==> src/rtl/ratio_tracker_pkg.sv <==
package ratio_tracker_pkg;
  localparam int FRAC_W = 16;
  localparam int INT_W  = 2;
  localparam int RAT_W  = INT_W + FRAC_W;
endpackage

==> src/rtl/rt_period_meter.sv <==
module rt_period_meter #(
  parameter int CNT_W  = 12,
  parameter int SYNC_N = 2
) (
  input  logic             clk_i,
  input  logic             rst_ni,
  input  logic             lr_i,
  output logic             edge_o,
  output logic [CNT_W-1:0] period_o,
  output logic             ok_o
);
  logic [SYNC_N-1:0] sync_q;
  logic              prev_q;
  logic [CNT_W-1:0]  cnt_q, period_q;
  logic [1:0]        seen_q;

  always_ff @(posedge clk_i or negedge rst_ni) begin
    if (!rst_ni) begin
      sync_q <= '0;
      prev_q <= 1'b0;
    end else begin
      sync_q <= {sync_q[SYNC_N-2:0], lr_i};
      prev_q <= sync_q[SYNC_N-1];
    end
  end

  assign edge_o = sync_q[SYNC_N-1] & ~prev_q;

  always_ff @(posedge clk_i or negedge rst_ni) begin
    if (!rst_ni) begin
      cnt_q    <= '0;
      period_q <= '0;
      seen_q   <= '0;
    end else if (edge_o) begin
      cnt_q    <= '0;
      period_q <= (&cnt_q) ? cnt_q : cnt_q + 1'b1;
      if (seen_q != 2'd3) seen_q <= seen_q + 2'd1;
    end else if (!(&cnt_q)) begin
      cnt_q <= cnt_q + 1'b1;
    end
  end

  assign period_o = period_q;
  assign ok_o     = (seen_q == 2'd3);

  AST_OK_STICKY: assert property (@(posedge clk_i) disable iff (!rst_ni)
    ok_o |=> ok_o);
  AST_OK_NEEDS_EDGE: assert property (@(posedge clk_i) disable iff (!rst_ni)
    $rose(ok_o) |-> $past(edge_o));
endmodule

==> src/rtl/rt_divider.sv <==
module rt_divider #(
  parameter int CNT_W  = 12,
  parameter int INT_W  = 2,
  parameter int FRAC_W = 16,
  localparam int RAT_W = INT_W + FRAC_W
) (
  input  logic             clk_i,
  input  logic             rst_ni,
  input  logic             start_i,
  input  logic [CNT_W-1:0] num_i,
  input  logic [CNT_W-1:0] den_i,
  output logic             done_o,
  output logic [RAT_W-1:0] quo_o
);
  localparam int CW = $clog2(RAT_W + 1);
  localparam int PW = RAT_W + CNT_W;

  logic             busy_q, done_q, sat_q;
  logic [CW-1:0]    cnt_q;
  logic [CNT_W-1:0] rem_q, den_q, num_q;
  logic [RAT_W-1:0] sh_q, quo_q;
  logic [CNT_W:0]   trial_w;
  logic             fits_w, ovf_w;

  // Quotient below 2^INT_W iff (num >> INT_W) < den; that seeds the remainder.
  assign ovf_w   = (num_i >> INT_W) >= den_i;
  assign trial_w = {rem_q, sh_q[RAT_W-1]};
  assign fits_w  = trial_w >= {1'b0, den_q};

  always_ff @(posedge clk_i or negedge rst_ni) begin
    if (!rst_ni) begin
      busy_q <= 1'b0;
      done_q <= 1'b0;
      sat_q  <= 1'b0;
      cnt_q  <= '0;
      rem_q  <= '0;
      den_q  <= '0;
      num_q  <= '0;
      sh_q   <= '0;
      quo_q  <= '0;
    end else begin
      done_q <= 1'b0;
      if (start_i) begin
        num_q <= num_i;
        den_q <= den_i;
        if (ovf_w) begin
          quo_q  <= '1;
          sat_q  <= 1'b1;
          done_q <= 1'b1;
          busy_q <= 1'b0;
        end else begin
          sat_q  <= 1'b0;
          busy_q <= 1'b1;
          cnt_q  <= CW'(RAT_W);
          rem_q  <= num_i >> INT_W;
          sh_q   <= {num_i[INT_W-1:0], {FRAC_W{1'b0}}};
        end
      end else if (busy_q) begin
        rem_q <= fits_w ? CNT_W'(trial_w - {1'b0, den_q}) : trial_w[CNT_W-1:0];
        quo_q <= {quo_q[RAT_W-2:0], fits_w};
        sh_q  <= sh_q << 1;
        cnt_q <= cnt_q - 1'b1;
        if (cnt_q == CW'(1)) begin
          busy_q <= 1'b0;
          done_q <= 1'b1;
        end
      end
    end
  end

  assign done_o = done_q;
  assign quo_o  = quo_q;

  logic [PW-1:0] prod_w, dividend_w, den_w;
  assign prod_w     = PW'(quo_q) * PW'(den_q);
  assign dividend_w = PW'({num_q, {FRAC_W{1'b0}}});
  assign den_w      = PW'(den_q);

  AST_DIV_EXACT: assert property (@(posedge clk_i) disable iff (!rst_ni)
    (done_q && !sat_q) |-> (prod_w <= dividend_w && (dividend_w - prod_w) < den_w));
  AST_DIV_SAT: assert property (@(posedge clk_i) disable iff (!rst_ni)
    (done_q && sat_q) |-> ((num_q >> INT_W) >= den_q));
endmodule

==> src/rtl/rt_lowpass.sv <==
module rt_lowpass #(
  parameter int RAT_W  = 18,
  parameter int K_SLOW = 11,
  parameter int K_FAST = 9
) (
  input  logic             clk_i,
  input  logic             rst_ni,
  input  logic             upd_i,
  input  logic             fast_i,
  input  logic [RAT_W-1:0] raw_i,
  output logic [RAT_W-1:0] est_o,
  output logic             valid_o
);
  logic [RAT_W-1:0]        est_q;
  logic                    valid_q;
  logic signed [RAT_W:0]   diff_w, step_w, next_w;

  assign diff_w = $signed({1'b0, raw_i}) - $signed({1'b0, est_q});
  assign step_w = fast_i ? (diff_w >>> K_FAST) : (diff_w >>> K_SLOW);
  assign next_w = $signed({1'b0, est_q}) + step_w;

  always_ff @(posedge clk_i or negedge rst_ni) begin
    if (!rst_ni) begin
      est_q   <= '0;
      valid_q <= 1'b0;
    end else if (upd_i) begin
      valid_q <= 1'b1;
      est_q   <= valid_q ? next_w[RAT_W-1:0] : raw_i;
    end
  end

  assign est_o   = est_q;
  assign valid_o = valid_q;

  AST_NEXT_IN_RANGE: assert property (@(posedge clk_i) disable iff (!rst_ni)
    upd_i |-> !next_w[RAT_W]);
  AST_EST_HOLD: assert property (@(posedge clk_i) disable iff (!rst_ni)
    !upd_i |=> $stable(est_q));
  AST_STEP_UP: assert property (@(posedge clk_i) disable iff (!rst_ni)
    (upd_i && valid_q && raw_i >= est_q) |=> (est_q >= $past(est_q) && est_q <= $past(raw_i)));
  AST_STEP_DOWN: assert property (@(posedge clk_i) disable iff (!rst_ni)
    (upd_i && valid_q && raw_i < est_q) |=> (est_q < $past(est_q) && est_q >= $past(raw_i)));
  AST_SEED: assert property (@(posedge clk_i) disable iff (!rst_ni)
    (upd_i && !valid_q) |=> (est_q == $past(raw_i)));
endmodule

==> src/rtl/ratio_tracker.sv <==
module ratio_tracker
  import ratio_tracker_pkg::*;
#(
  parameter int CNT_W  = 12,
  parameter int SYNC_N = 2,
  parameter int K_SLOW = 11,
  parameter int K_FAST = 9
) (
  input  logic             clk_i,
  input  logic             rst_ni,
  input  logic             lr_in_i,
  input  logic             lr_out_i,
  input  logic             fast_i,
  output logic [RAT_W-1:0] ratio_o,
  output logic             valid_o
);
  logic             in_edge, out_edge, in_ok, out_ok;
  logic [CNT_W-1:0] in_period, out_period;
  logic             start_q, div_done;
  logic [RAT_W-1:0] div_quo;

  rt_period_meter #(.CNT_W(CNT_W), .SYNC_N(SYNC_N)) u_in_meter (
    .clk_i, .rst_ni, .lr_i(lr_in_i),
    .edge_o(in_edge), .period_o(in_period), .ok_o(in_ok));

  rt_period_meter #(.CNT_W(CNT_W), .SYNC_N(SYNC_N)) u_out_meter (
    .clk_i, .rst_ni, .lr_i(lr_out_i),
    .edge_o(out_edge), .period_o(out_period), .ok_o(out_ok));

  // Start one cycle after the output edge so the fresh period is registered.
  always_ff @(posedge clk_i or negedge rst_ni) begin
    if (!rst_ni) start_q <= 1'b0;
    else         start_q <= out_edge & in_ok & out_ok;
  end

  rt_divider #(.CNT_W(CNT_W), .INT_W(INT_W), .FRAC_W(FRAC_W)) u_div (
    .clk_i, .rst_ni, .start_i(start_q),
    .num_i(out_period), .den_i(in_period),
    .done_o(div_done), .quo_o(div_quo));

  rt_lowpass #(.RAT_W(RAT_W), .K_SLOW(K_SLOW), .K_FAST(K_FAST)) u_lpf (
    .clk_i, .rst_ni, .upd_i(div_done), .fast_i,
    .raw_i(div_quo), .est_o(ratio_o), .valid_o);

  AST_IN_PERIOD_HOLD: assert property (@(posedge clk_i) disable iff (!rst_ni)
    !in_edge |=> $stable(in_period));
  AST_OUT_PERIOD_HOLD: assert property (@(posedge clk_i) disable iff (!rst_ni)
    !out_edge |=> $stable(out_period));
  AST_VALID_STICKY: assert property (@(posedge clk_i) disable iff (!rst_ni)
    valid_o |=> valid_o);
  AST_VALID_NEEDS_BOTH: assert property (@(posedge clk_i) disable iff (!rst_ni)
    valid_o |-> (in_ok && out_ok));
  AST_IDLE_ZERO: assert property (@(posedge clk_i) disable iff (!rst_ni)
    !valid_o |-> (ratio_o == '0));
endmodule

==> config.mk <==
export PLATFORM = sky130hd
export DESIGN_NAME = ratio_tracker
export DESIGN_NICKNAME = d
export VERILOG_FILES = /design/src/rtl/ratio_tracker_pkg.sv /design/src/rtl/rt_period_meter.sv /design/src/rtl/rt_divider.sv /design/src/rtl/rt_lowpass.sv /design/src/rtl/ratio_tracker.sv
export SDC_FILE = /design/constraint.sdc
export NUM_CORES = 1
export LEC_CHECK = 0
export ABC_AREA = 1
export BUFFER_PORTS_ARGS = -buffer_cell sky130_fd_sc_hd__buf_2
export CELL_PAD_IN_SITES_DETAIL_PLACEMENT = 0
export CELL_PAD_IN_SITES_GLOBAL_PLACEMENT = 1
export CORE_UTILIZATION = 40
export DETAILED_ROUTE_END_ITERATION = 16
export GPL_TIMING_DRIVEN = 0
export PLACE_DENSITY_LB_ADDON = 0.25
export SLEW_MARGIN = 40
export SYNTH_ARGS = -nofsm -noshare
export SYNTH_HDL_FRONTEND = slang
export SYNTH_SLANG_ARGS = --single-unit
==> constraint.sdc <==
create_clock -name clk_i -period 3.3 [get_ports clk_i]
set_clock_uncertainty 0.1 [all_clocks]
set_input_delay 0.165 -clock clk_i [delete_from_list [all_inputs] [get_ports clk_i]]
set_output_delay 0.165 -clock clk_i [all_outputs]
set_load 0.02 [all_outputs]
==> impl_metrics.py, run 1 <==
metrics = {
    "global_route": {
        "use_met1_pct": 33.15,
        "use_met2_pct": 33.40,
        "grtUsageTotal_pct": 21.98,
        "met3_usage_pct": 2.669,
        "grt_pass1_wl_um": 37890,
        "grt_busiest_layer": "met2",
        "antenna_found_initial": 0,
        "grt-ovfl-total": 0,
        "grt_start_max_net_pins": 66,
        "grt_pass1_vias": 7223,
    },
    "final_layout": {
        "n_antenna_cell": 0,
        "area_delta_synth_final_pct": 23.78,
        "nNetsFinal": 1321,
        "final_cell_mix": "nand2_1, inv_1, dfrtp_1",
        "drive_above_1_share_pct": 17.88,
        "final_common_cell": "nand2_1",
        "design_area_um2": 10580,
        "num-fill-cells": 2149,
    },
    "worst_setup_path": {
        "crit_chain": "inv_1 -> ha_1 -> nand2_2 -> inv_1 -> a21boi_4 -> nand2_2 -> nand2_2 -> nand2_1 -> nand2_1 -> nand3_2 -> nand2_2 -> ha_4 -> inv_2 -> fa_2 -> o21ai_4 -> buf_6 -> a21oi_4 -> nor2_2 -> nor2_1 -> nand2_1 -> nand3_2 -> nand2_1 -> o21ai_1",
        "r2r_cells": 23,
        "arrival_ns": 3.53,
        "slowest_delay_ns": 0.41,
        "cp.required_ns": 3.50,
        "crit-reg2reg-launch": "u_lpf.est_o[7]$_DFFE_PN0P_",
        "worstSetupStartpointType": "register",
        "critical_path_class": "register to register",
        "slowest_stage": "fa_2",
        "r2r-end": "u_lpf.est_o[10]$_DFFE_PN0P_",
        "crit_fanout": 4,
        "cp-end-kind": "register",
        "regToRegSetupSlack_ns": -0.03,
    },
    "floorplanning": {
        "row_count": 53,
        "start_util_pct": 40.78,
        "ios": 24,
        "core_area_um2": 20960,
        "die-area_um2": 21950,
        "die_h_um": 148.2,
        "dieWidth_um": 148.2,
    },
    "synth": {
        "synth_warnings": 0,
        "synth_xor_area_share_pct": 3.280,
        "synth_top_family_by_area": "simple AND/OR/NAND/NOR gates",
        "postSynthAreaPerCell_um2": 7.298,
        "synth_area_leaders": "dfrtp_1, nand2_1, ha_1",
        "syn-num-nets": 1241,
        "synthArstFlopShare_pct": 100.0,
        "netlist_area_um2": 8546,
        "yosys.area_share.simple_pct": 27.29,
        "ys_ff_latch": 129,
        "ys_seq_area_share_pct": 37.77,
        "yosysTopAreaCellShare_pct": 37.77,
        "synth_cell_types": 43,
        "synthMuxAreaShare_pct": 0.5124,
        "synth_compound_area_share_pct": 12.72,
        "synth_top_area_cell": "dfrtp_1",
        "synth_edf_count": 0,
        "yosys_most_used_dff": "dfrtp_1",
        "synthCells": 1171,
        "synthAdderAreaFrac_pct": 9.693,
    },
    "sta": {
        "hold_viol": 0,
        "worst_pin_slew_ns": 0.6697,
        "rsz0062_at_grt": "yes",
        "setup_violations": 4,
        "slew_violations": 0,
        "max_freq_ghz": 0.3001,
        "finalCriticalPeriod_ns": 3.332,
        "slew_headroom_pct": 55.36,
        "post-route-period-util_pct": 101.0,
        "setup_slack_ns": -0.03217,
    },
    "placed_design": {
        "gp_congestion": 0.8608,
        "port_buffers": 22,
        "hpwl_um": 17270,
        "pre_cts_slack_ns": -0.5558,
        "dpl_cell_area_um2": 9040,
    },
    "clock_network": {
        "cts.sinks": 129,
        "insertion_delay_ns": 0.43,
        "clk_pin_slew_worst_paths_ns": 0.07,
        "cts_tree": "done",
        "cts_buffers": 17,
        "root_buffer": "clkbuf_16",
        "htreeDepth": 4,
        "cts_buffer_depth": 2,
    },
    "job": {
        "drv_cap": 0,
    },
    "route": {
        "dr.pass1.iters": 5,
        "drtIter0Drc": 480,
        "wl_um": 23450,
        "wl_per_cell_um": 15.24,
        "vias_per_cell": 5.012,
        "ant_nets": 0,
        "num_vias": 7713,
        "drc": 0,
    },
    "status": {
        "violations": "setup timing",
        "status": "finished with violations",
    },
    "hold_path": {
        "hold_path.class": "primary input to asynchronous set/reset pin",
    },
}
==> repair_timing <==
item	in CTS	in global routing
setup buffers	18	17
resized for setup	71	80
gates cloned	0	0
endpoints found under the hold margin	66	0
setup endpoints to repair	14	14
hold buffers	3	0
pin swaps	7	39
==> sequential cells by signal, indices dropped and copies added (netlist names) <==
| signal | count |
|---|---|
| u_in_meter.prev_q | 1 |
| u_out_meter.sync_q | 2 |
| u_div.cnt_q | 5 |
| u_div.den_q | 12 |
| u_out_meter.period_o | 12 |
| u_lpf.est_o | 18 |
| u_in_meter.cnt_q | 12 |
| u_div.rem_q | 12 |
| u_out_meter.prev_q | 1 |
| u_in_meter.sync_q | 2 |
| u_out_meter.seen_q | 2 |
| u_div.quo_o | 18 |
| u_lpf.valid_o | 1 |
| u_out_meter.cnt_q | 12 |
| u_in_meter.seen_q | 2 |
| u_div.done_o | 1 |
| u_in_meter.period_o | 12 |
| u_div.busy_q | 1 |
| start_q | 1 |
| u_div.sh_q | 2 |
==> through the flow <==
stage,TNS [ns],hold WS (ns),utilization (%),std cells
2_1_floorplan,0,-0.2306,-,1171
3_3_place_gp,-5.502,0.1735,42.96,1468
3_5_place_dp,-5.191,0.04744,43.14,1469
4_1_cts,-0.009011,0.1785,48.33,1522
5_1_grt,-2.206,0.2088,50.48,1539
6_report,-0.08181,0.1626,50.48,1539
==> layout make-up <==
class	count	area, µm²	share of cell area (%)
Sequential cell	129	3234	30.58
Buffer	25	126.4	1.195
Clock inverter	15	156.4	1.479
Inverter	165	619.3	5.855
Clock buffer	17	425.4	4.022
Multi-Input combinational cell	852	5228	49.42
Tap cell	275	344.1	3.253
Timing Repair Buffer	61	444.2	4.199
==> how the worst max path moves through the flow <==
stage	from	endpoint	slack, ns	cells past startpoint
6_report	u_lpf.est_o[7]$_DFFE_PN0P_	u_lpf.est_o[10]$_DFFE_PN0P_	-0.03	23
5_1_grt	u_lpf.est_o[10]$_DFFE_PN0P_	u_lpf.est_o[13]$_DFFE_PN0P_	-0.22	22
4_1_cts	u_lpf.est_o[14]$_DFFE_PN0P_	u_lpf.est_o[17]$_DFFE_PN0P_	-0.007	20
3_5_place_dp	u_lpf.est_o[10]$_DFFE_PN0P_	u_lpf.est_o[13]$_DFFE_PN0P_	-0.56	20
3_3_place_gp	u_lpf.est_o[10]$_DFFE_PN0P_	u_lpf.est_o[13]$_DFFE_PN0P_	-0.58	20
2_1_floorplan	u_lpf.est_o[6]$_DFFE_PN0P_	u_lpf.est_o[16]$_DFFE_PN0P_	0.03	21
==> critical path: cells and delay by family (launching register included) <==
kind | cells | cell delay, ns
buffers and inverters | 4 | 0.34
DFF | 1 | 0.35
adders and majority gates | 3 | 0.89
AOI/OAI and AO/OA | 4 | 0.54
and+or+nand+nor | 12 | 0.97
==> cell families (layout without fill, tap and decap cells) <==
kind of cell | count (synthesis) | after routing
multiplexers | 4 | 4
XOR/XNOR | 32 | 32
flip-flops | 129 | 129
buffers and inverters | 190 | 283
AND/OR/NAND/NOR | 550 | 550
adder cells (fa/ha/maj) | 65 | 65
AO/OA/AOI/OAI | 201 | 201
==> cells in the mapped netlist (12+ instances only) <==
| library cell | count |
|---|---|
| a21oi_1 | 79 |
| nor2_1 | 117 |
| inv_1 | 163 |
| ha_1 | 63 |
| xnor2_1 | 12 |
| nand2_1 | 305 |
| o21ai_0 | 88 |
| dfrtp_1 | 129 |
| nand3_1 | 69 |
| nand4_1 | 22 |
| xor2_1 | 20 |
| clkbuf_1 | 17 |
==> per-layer routing <==
metal / vias to the layer above / wire [µm] / part of all wire [%]
li1: 3960 / - / -
met1: 3633 / 12270 / 52
met2: 106 / 10330 / 44
met3: 14 / 649 / 2.8
met4: 0 / 208 / 0.89
met5: - / 0 / 0
Power of run 1 is not shown: default switching activity piles up to over one toggle a cycle in this logic, so the estimate is an artifact.
==> run 2: changes to the inputs <==
PLACE_DENSITY = 0.73   (was default)
PLACE_DENSITY_LB_ADDON = default   (was 0.25)
==> impl_metrics.py, run 2 (same netlist as run 1, synthesis figures left out) <==
metrics = {
    "floorplanning": {
        "dieWidth_um": 148.2,
        "die-area_um2": 21950,
        "ios": 24,
        "start_util_pct": 40.78,
        "die_h_um": 148.2,
        "row_count": 53,
        "core_area_um2": 20960,
    },
    "route": {
        "ant_nets": 0,
        "num_vias": 7760,
        "drtIter0Drc": 466,
        "dr.pass1.iters": 5,
        "drc": 0,
        "vias_per_cell": 5.016,
        "wl_per_cell_um": 15.52,
        "wl_um": 24010,
    },
    "placed_design": {
        "dpl_cell_area_um2": 9040,
        "gp_congestion": 0.8761,
        "hpwl_um": 17810,
        "port_buffers": 22,
    },
    "final_layout": {
        "final_cell_mix": "nand2_1, inv_1, dfrtp_1",
        "drive_above_1_share_pct": 20.68,
        "n_antenna_cell": 0,
        "final_common_cell": "nand2_1",
        "nNetsFinal": 1329,
        "design_area_um2": 10810,
        "num-fill-cells": 2087,
        "area_delta_synth_final_pct": 26.44,
    },
    "sta": {
        "max_freq_ghz": 0.3044,
        "rsz0062_at_grt": "yes",
        "slew_headroom_pct": 53.24,
        "slew_violations": 0,
        "setup_violations": 0,
        "worst_pin_slew_ns": 0.7015,
        "finalCriticalPeriod_ns": 3.285,
        "post-route-period-util_pct": 99.56,
        "hold_viol": 0,
    },
    "worst_setup_path": {
        "critical_path_class": "register to register",
        "cp.depth": 22,
        "arrival_ns": 3.49,
        "crit_family": "simple AND/OR/NAND/NOR gates",
        "r2r-end": "u_lpf.est_o[16]$_DFFE_PN0P_",
        "regToRegSetupSlack_ns": 0.01,
        "crit_fanout": 3,
        "crit_path_end": "u_lpf.est_o[16]$_DFFE_PN0P_",
        "crit-reg2reg-launch": "u_lpf.est_o[1]$_DFFE_PN0P_",
        "r2r_cells": 22,
        "crit_start": "u_lpf.est_o[1]$_DFFE_PN0P_",
        "slowest_delay_ns": 0.39,
        "cp.required_ns": 3.51,
        "slowest_stage": "dfrtp_2",
        "crit_chain": "inv_4 -> ha_4 -> nand2_2 -> o21a_1 -> o21ai_2 -> nand2_1 -> nand2_2 -> nand2_2 -> nand3b_1 -> nand3_1 -> nand2_2 -> ha_4 -> inv_2 -> fa_2 -> o21ai_4 -> nand2_2 -> nand2_4 -> nand2_4 -> o211ai_1 -> nand3_1 -> nand2_1 -> nand2_1",
        "worstSetupStartpointType": "register",
        "critPathBufInv": 2,
        "cp-end-kind": "register",
        "cpMostUsedCell": "nand2_2",
    },
    "global_route": {
        "grtUsageTotal_pct": 22.93,
        "grt_pass1_wl_um": 39290,
        "grt_start_max_net_pins": 69,
        "grt-ovfl-total": 0,
        "grt_pass1_vias": 7556,
        "antenna_found_initial": 0,
    },
    "clock_network": {
        "htreeDepth": 4,
        "root_buffer": "clkbuf_16",
        "cts.sinks": 129,
        "cts_buffer_depth": 2,
        "cts_tree": "done",
        "clk_pin_slew_worst_paths_ns": 0.06,
        "insertion_delay_ns": 0.42,
        "cts_buffers": 17,
    },
    "status": {
        "status": "complete, no violations",
    },
    "hold_path": {
        "hold_path.class": "primary input to asynchronous set/reset pin",
    },
    "job": {
        "drv_cap": 0,
    },
}
==> run 2: cell types whose count changed in the layout (fill, tap and decap cells not counted), moves of 6 or more <==
cell     change
nand2_4      +6
inv_1        -8
buf_4        +9
nand2_2      +6
nand2_1     -12
inv_2        +6
==> run 2: timing repair <==
action,in CTS,in global routing
setup buffers,30,13
endpoints found under the hold margin,63,0
pin swaps,34,52
resized for setup,93,105
endpoints found under the setup margin,15,14
hold buffers,3,0
==> run 2: area by class of cell <==
class	instances	area (µm²)	area share, %
Buffer	25	126.4	1.170
Clock buffer	18	429.2	3.972
Clock inverter	14	201.4	1.864
Inverter	165	624.3	5.778
Multi-Input combinational cell	852	5343	49.44
Sequential cell	129	3237	29.96
Tap cell	275	344.1	3.184
Timing Repair Buffer	69	500.5	4.632
==> run 2: per-layer routing <==
metal  track usage (%)  vias to the layer above  share of wire, %
met5                 0                        -                 0
met4             5.103                        0              0.84
met3             4.387                       13               4.1
met2             35.21                      128                44
met1             33.26                     3641                51
li1                  -                     3978                 -
==> run 2: per-stage QoR <==
step           utilization [%]  TNS (ns)  setup slack, ns  hold WS (ns)  std cells
2_1_floorplan                -         0          0.02998       -0.2306       1171
6_report                 51.56         0          0.01460        0.1617       1547
5_1_grt                  51.56    -1.247          -0.1779        0.1989       1547
3_3_place_gp             42.96    -8.813          -0.8039        0.1745       1468
4_1_cts                  49.41  -0.01916         -0.01506        0.1890       1534
3_5_place_dp             43.14    -7.983          -0.7424       0.04047       1469
==> run 2: worst min-delay path by stage <==
stage               startpoint                              to  slack (ns)  depth (start not counted)
global route            rst_ni   u_in_meter.cnt_q[8]$_DFF_PN0_        0.20                          2
floorplan               rst_ni               start_q$_DFF_PN0_       -0.23                          0
CTS                     rst_ni   u_in_meter.cnt_q[8]$_DFF_PN0_        0.19                          2
detailed placement      rst_ni   u_in_meter.cnt_q[8]$_DFF_PN0_        0.04                          1
finish                  rst_ni   u_in_meter.cnt_q[8]$_DFF_PN0_        0.16                          2
global placement       lr_in_i  u_in_meter.sync_q[0]$_DFF_PN0_        0.17                          1
Power of run 2 is left out for the same reason.
==> run 3: changes to the inputs <==
REMOVE_ABC_BUFFERS = 1   (was default)
==> impl_metrics.py, run 3 (same netlist as run 1, synthesis figures left out) <==
metrics = {
    "job": {
        "drv_cap": 0,
    },
    "final_layout": {
        "drive_above_1_share_pct": 20.19,
        "final_util_pct": 50.36,
        "num-fill-cells": 2086,
        "n_antenna_cell": 0,
        "final_common_cell": "nand2_1",
        "nNetsFinal": 1301,
        "final_cell_mix": "nand2_1, inv_1, dfrtp_1",
        "design_area_um2": 10550,
        "area_delta_synth_final_pct": 23.48,
    },
    "sta": {
        "worst_pin_slew_ns": 0.8189,
        "slew_headroom_pct": 45.35,
        "max_freq_ghz": 0.3083,
        "rsz0062_at_grt": "yes",
        "hold_viol": 0,
        "slew_violations": 0,
        "setup_slack_ns": 0.05678,
        "finalCriticalPeriod_ns": 3.243,
        "setup_violations": 0,
        "post-route-period-util_pct": 98.28,
        "fin_hold_ws_ns": 0.1145,
    },
    "global_route": {
        "grtUsageTotal_pct": 21.21,
        "grt_start_max_net_pins": 51,
        "grt_pass1_wl_um": 37080,
        "antenna_found_initial": 0,
        "grt_pass1_vias": 7560,
        "grt-ovfl-total": 0,
    },
    "worst_setup_path": {
        "arrival_ns": 3.42,
        "crit_fanout": 3,
        "critical_path_class": "register to register",
        "worstSetupStartpointType": "register",
        "cp.required_ns": 3.47,
        "cp-end-kind": "register",
    },
    "clock_network": {
        "cts_buffer_depth": 2,
        "cts_tree": "done",
        "cts.sinks": 129,
        "insertion_delay_ns": 0.41,
        "cts_buffers": 17,
        "htreeDepth": 4,
        "clk_pin_slew_worst_paths_ns": 0.06,
        "root_buffer": "clkbuf_16",
    },
    "status": {
        "status": "complete, no violations",
    },
    "floorplanning": {
        "die_h_um": 148.2,
        "ios": 24,
        "die-area_um2": 21950,
        "start_util_pct": 40.78,
        "dieWidth_um": 148.2,
        "row_count": 53,
        "core_area_um2": 20960,
    },
    "route": {
        "drc": 0,
        "wl_per_cell_um": 14.45,
        "wl_um": 21930,
        "num_vias": 7515,
        "vias_per_cell": 4.951,
        "drtIter0Drc": 391,
        "dr.pass1.iters": 7,
        "ant_nets": 0,
    },
    "placed_design": {
        "port_buffers": 23,
        "gp_congestion": 0.8922,
        "pre_cts_slack_ns": -0.7800,
        "hpwl_um": 16020,
        "dpl_cell_area_um2": 8950,
    },
    "hold_path": {
        "hold_path.class": "primary input to asynchronous set/reset pin",
    },
}
run 3: stage by stage:
step                      TNS (ns)  instances
after CTS                 -0.03553       1510
final                            0       1518
after floorplan            -0.6772       1146
after detailed placement    -7.709       1446
after global routing        -1.923       1518
after global placement      -14.29       1444
run 3: per-layer routing:
| metal | vias up | share of wire (%) | track usage (%) |
|---|---|---|---|
| li1 | 3911 | - | - |
| met1 | 3506 | 46 | 26.52 |
| met2 | 67 | 50 | 37.68 |
| met3 | 31 | 1.8 | 2.822 |
| met4 | 0 | 1.9 | 6.701 |
| met5 | - | 0 | 0 |
run 3: worst paths after layout:
path	from	endpoint	slack, ns	depth (start not counted)
max	u_lpf.est_o[2]$_DFFE_PN0P_	u_lpf.est_o[12]$_DFFE_PN0P_	0.06	22
min	rst_ni	u_in_meter.sync_q[0]$_DFF_PN0_	0.11	2
max reg2reg	u_lpf.est_o[2]$_DFFE_PN0P_	u_lpf.est_o[12]$_DFFE_PN0P_	0.06	22
min reg2reg	u_in_meter.sync_q[0]$_DFF_PN0_	u_in_meter.sync_q[1]$_DFF_PN0_	0.25	0
max in group asynchronous	rst_ni	u_lpf.est_o[10]$_DFFE_PN0P_	2.42	3
min in group clk_i	u_in_meter.sync_q[0]$_DFF_PN0_	u_in_meter.sync_q[1]$_DFF_PN0_	0.25	0
run 3: cell type report:
cell class | count | area [µm²] | area share [%]
inverter | 165 | 625.6 | 5.928
multi-input combinational | 852 | 5323 | 50.44
clock buffer | 17 | 425.4 | 4.031
timing repair buffer | 66 | 495.5 | 4.695
sequential | 129 | 3233 | 30.64
clock inverter | 14 | 106.4 | 1.008
tap | 275 | 344.1 | 3.261
run 3: worst max-delay path, stage by stage, from the launching register on:
cell      delay, ns
dfrtp_1        0.37
inv_2          0.07
ha_4           0.29
nand2_2        0.05
o21a_1         0.19
o21ai_2        0.14
nand2_1        0.08
nand2_2        0.09
nand2_2        0.05
nand3b_1       0.10
nand3_1        0.09
nand2_2        0.10
ha_4           0.14
inv_2          0.04
fa_2           0.37
o21ai_4        0.22
nand2_2        0.09
nand2_4        0.09
nand2_4        0.05
a31oi_1        0.12
o21ai_1        0.13
nand2_1        0.08
o21ai_1        0.05
run 3: what timing repair did:
item	4_1_cts	5_1_grt
setup buffers	30	10
endpoints found under the hold margin	131	0
gates resized for setup	98	80
cloned	0	0
pin swaps	29	44
endpoints found under the setup margin	14	23
hold buffers	3	0
Power of run 3 is left out for the same reason.
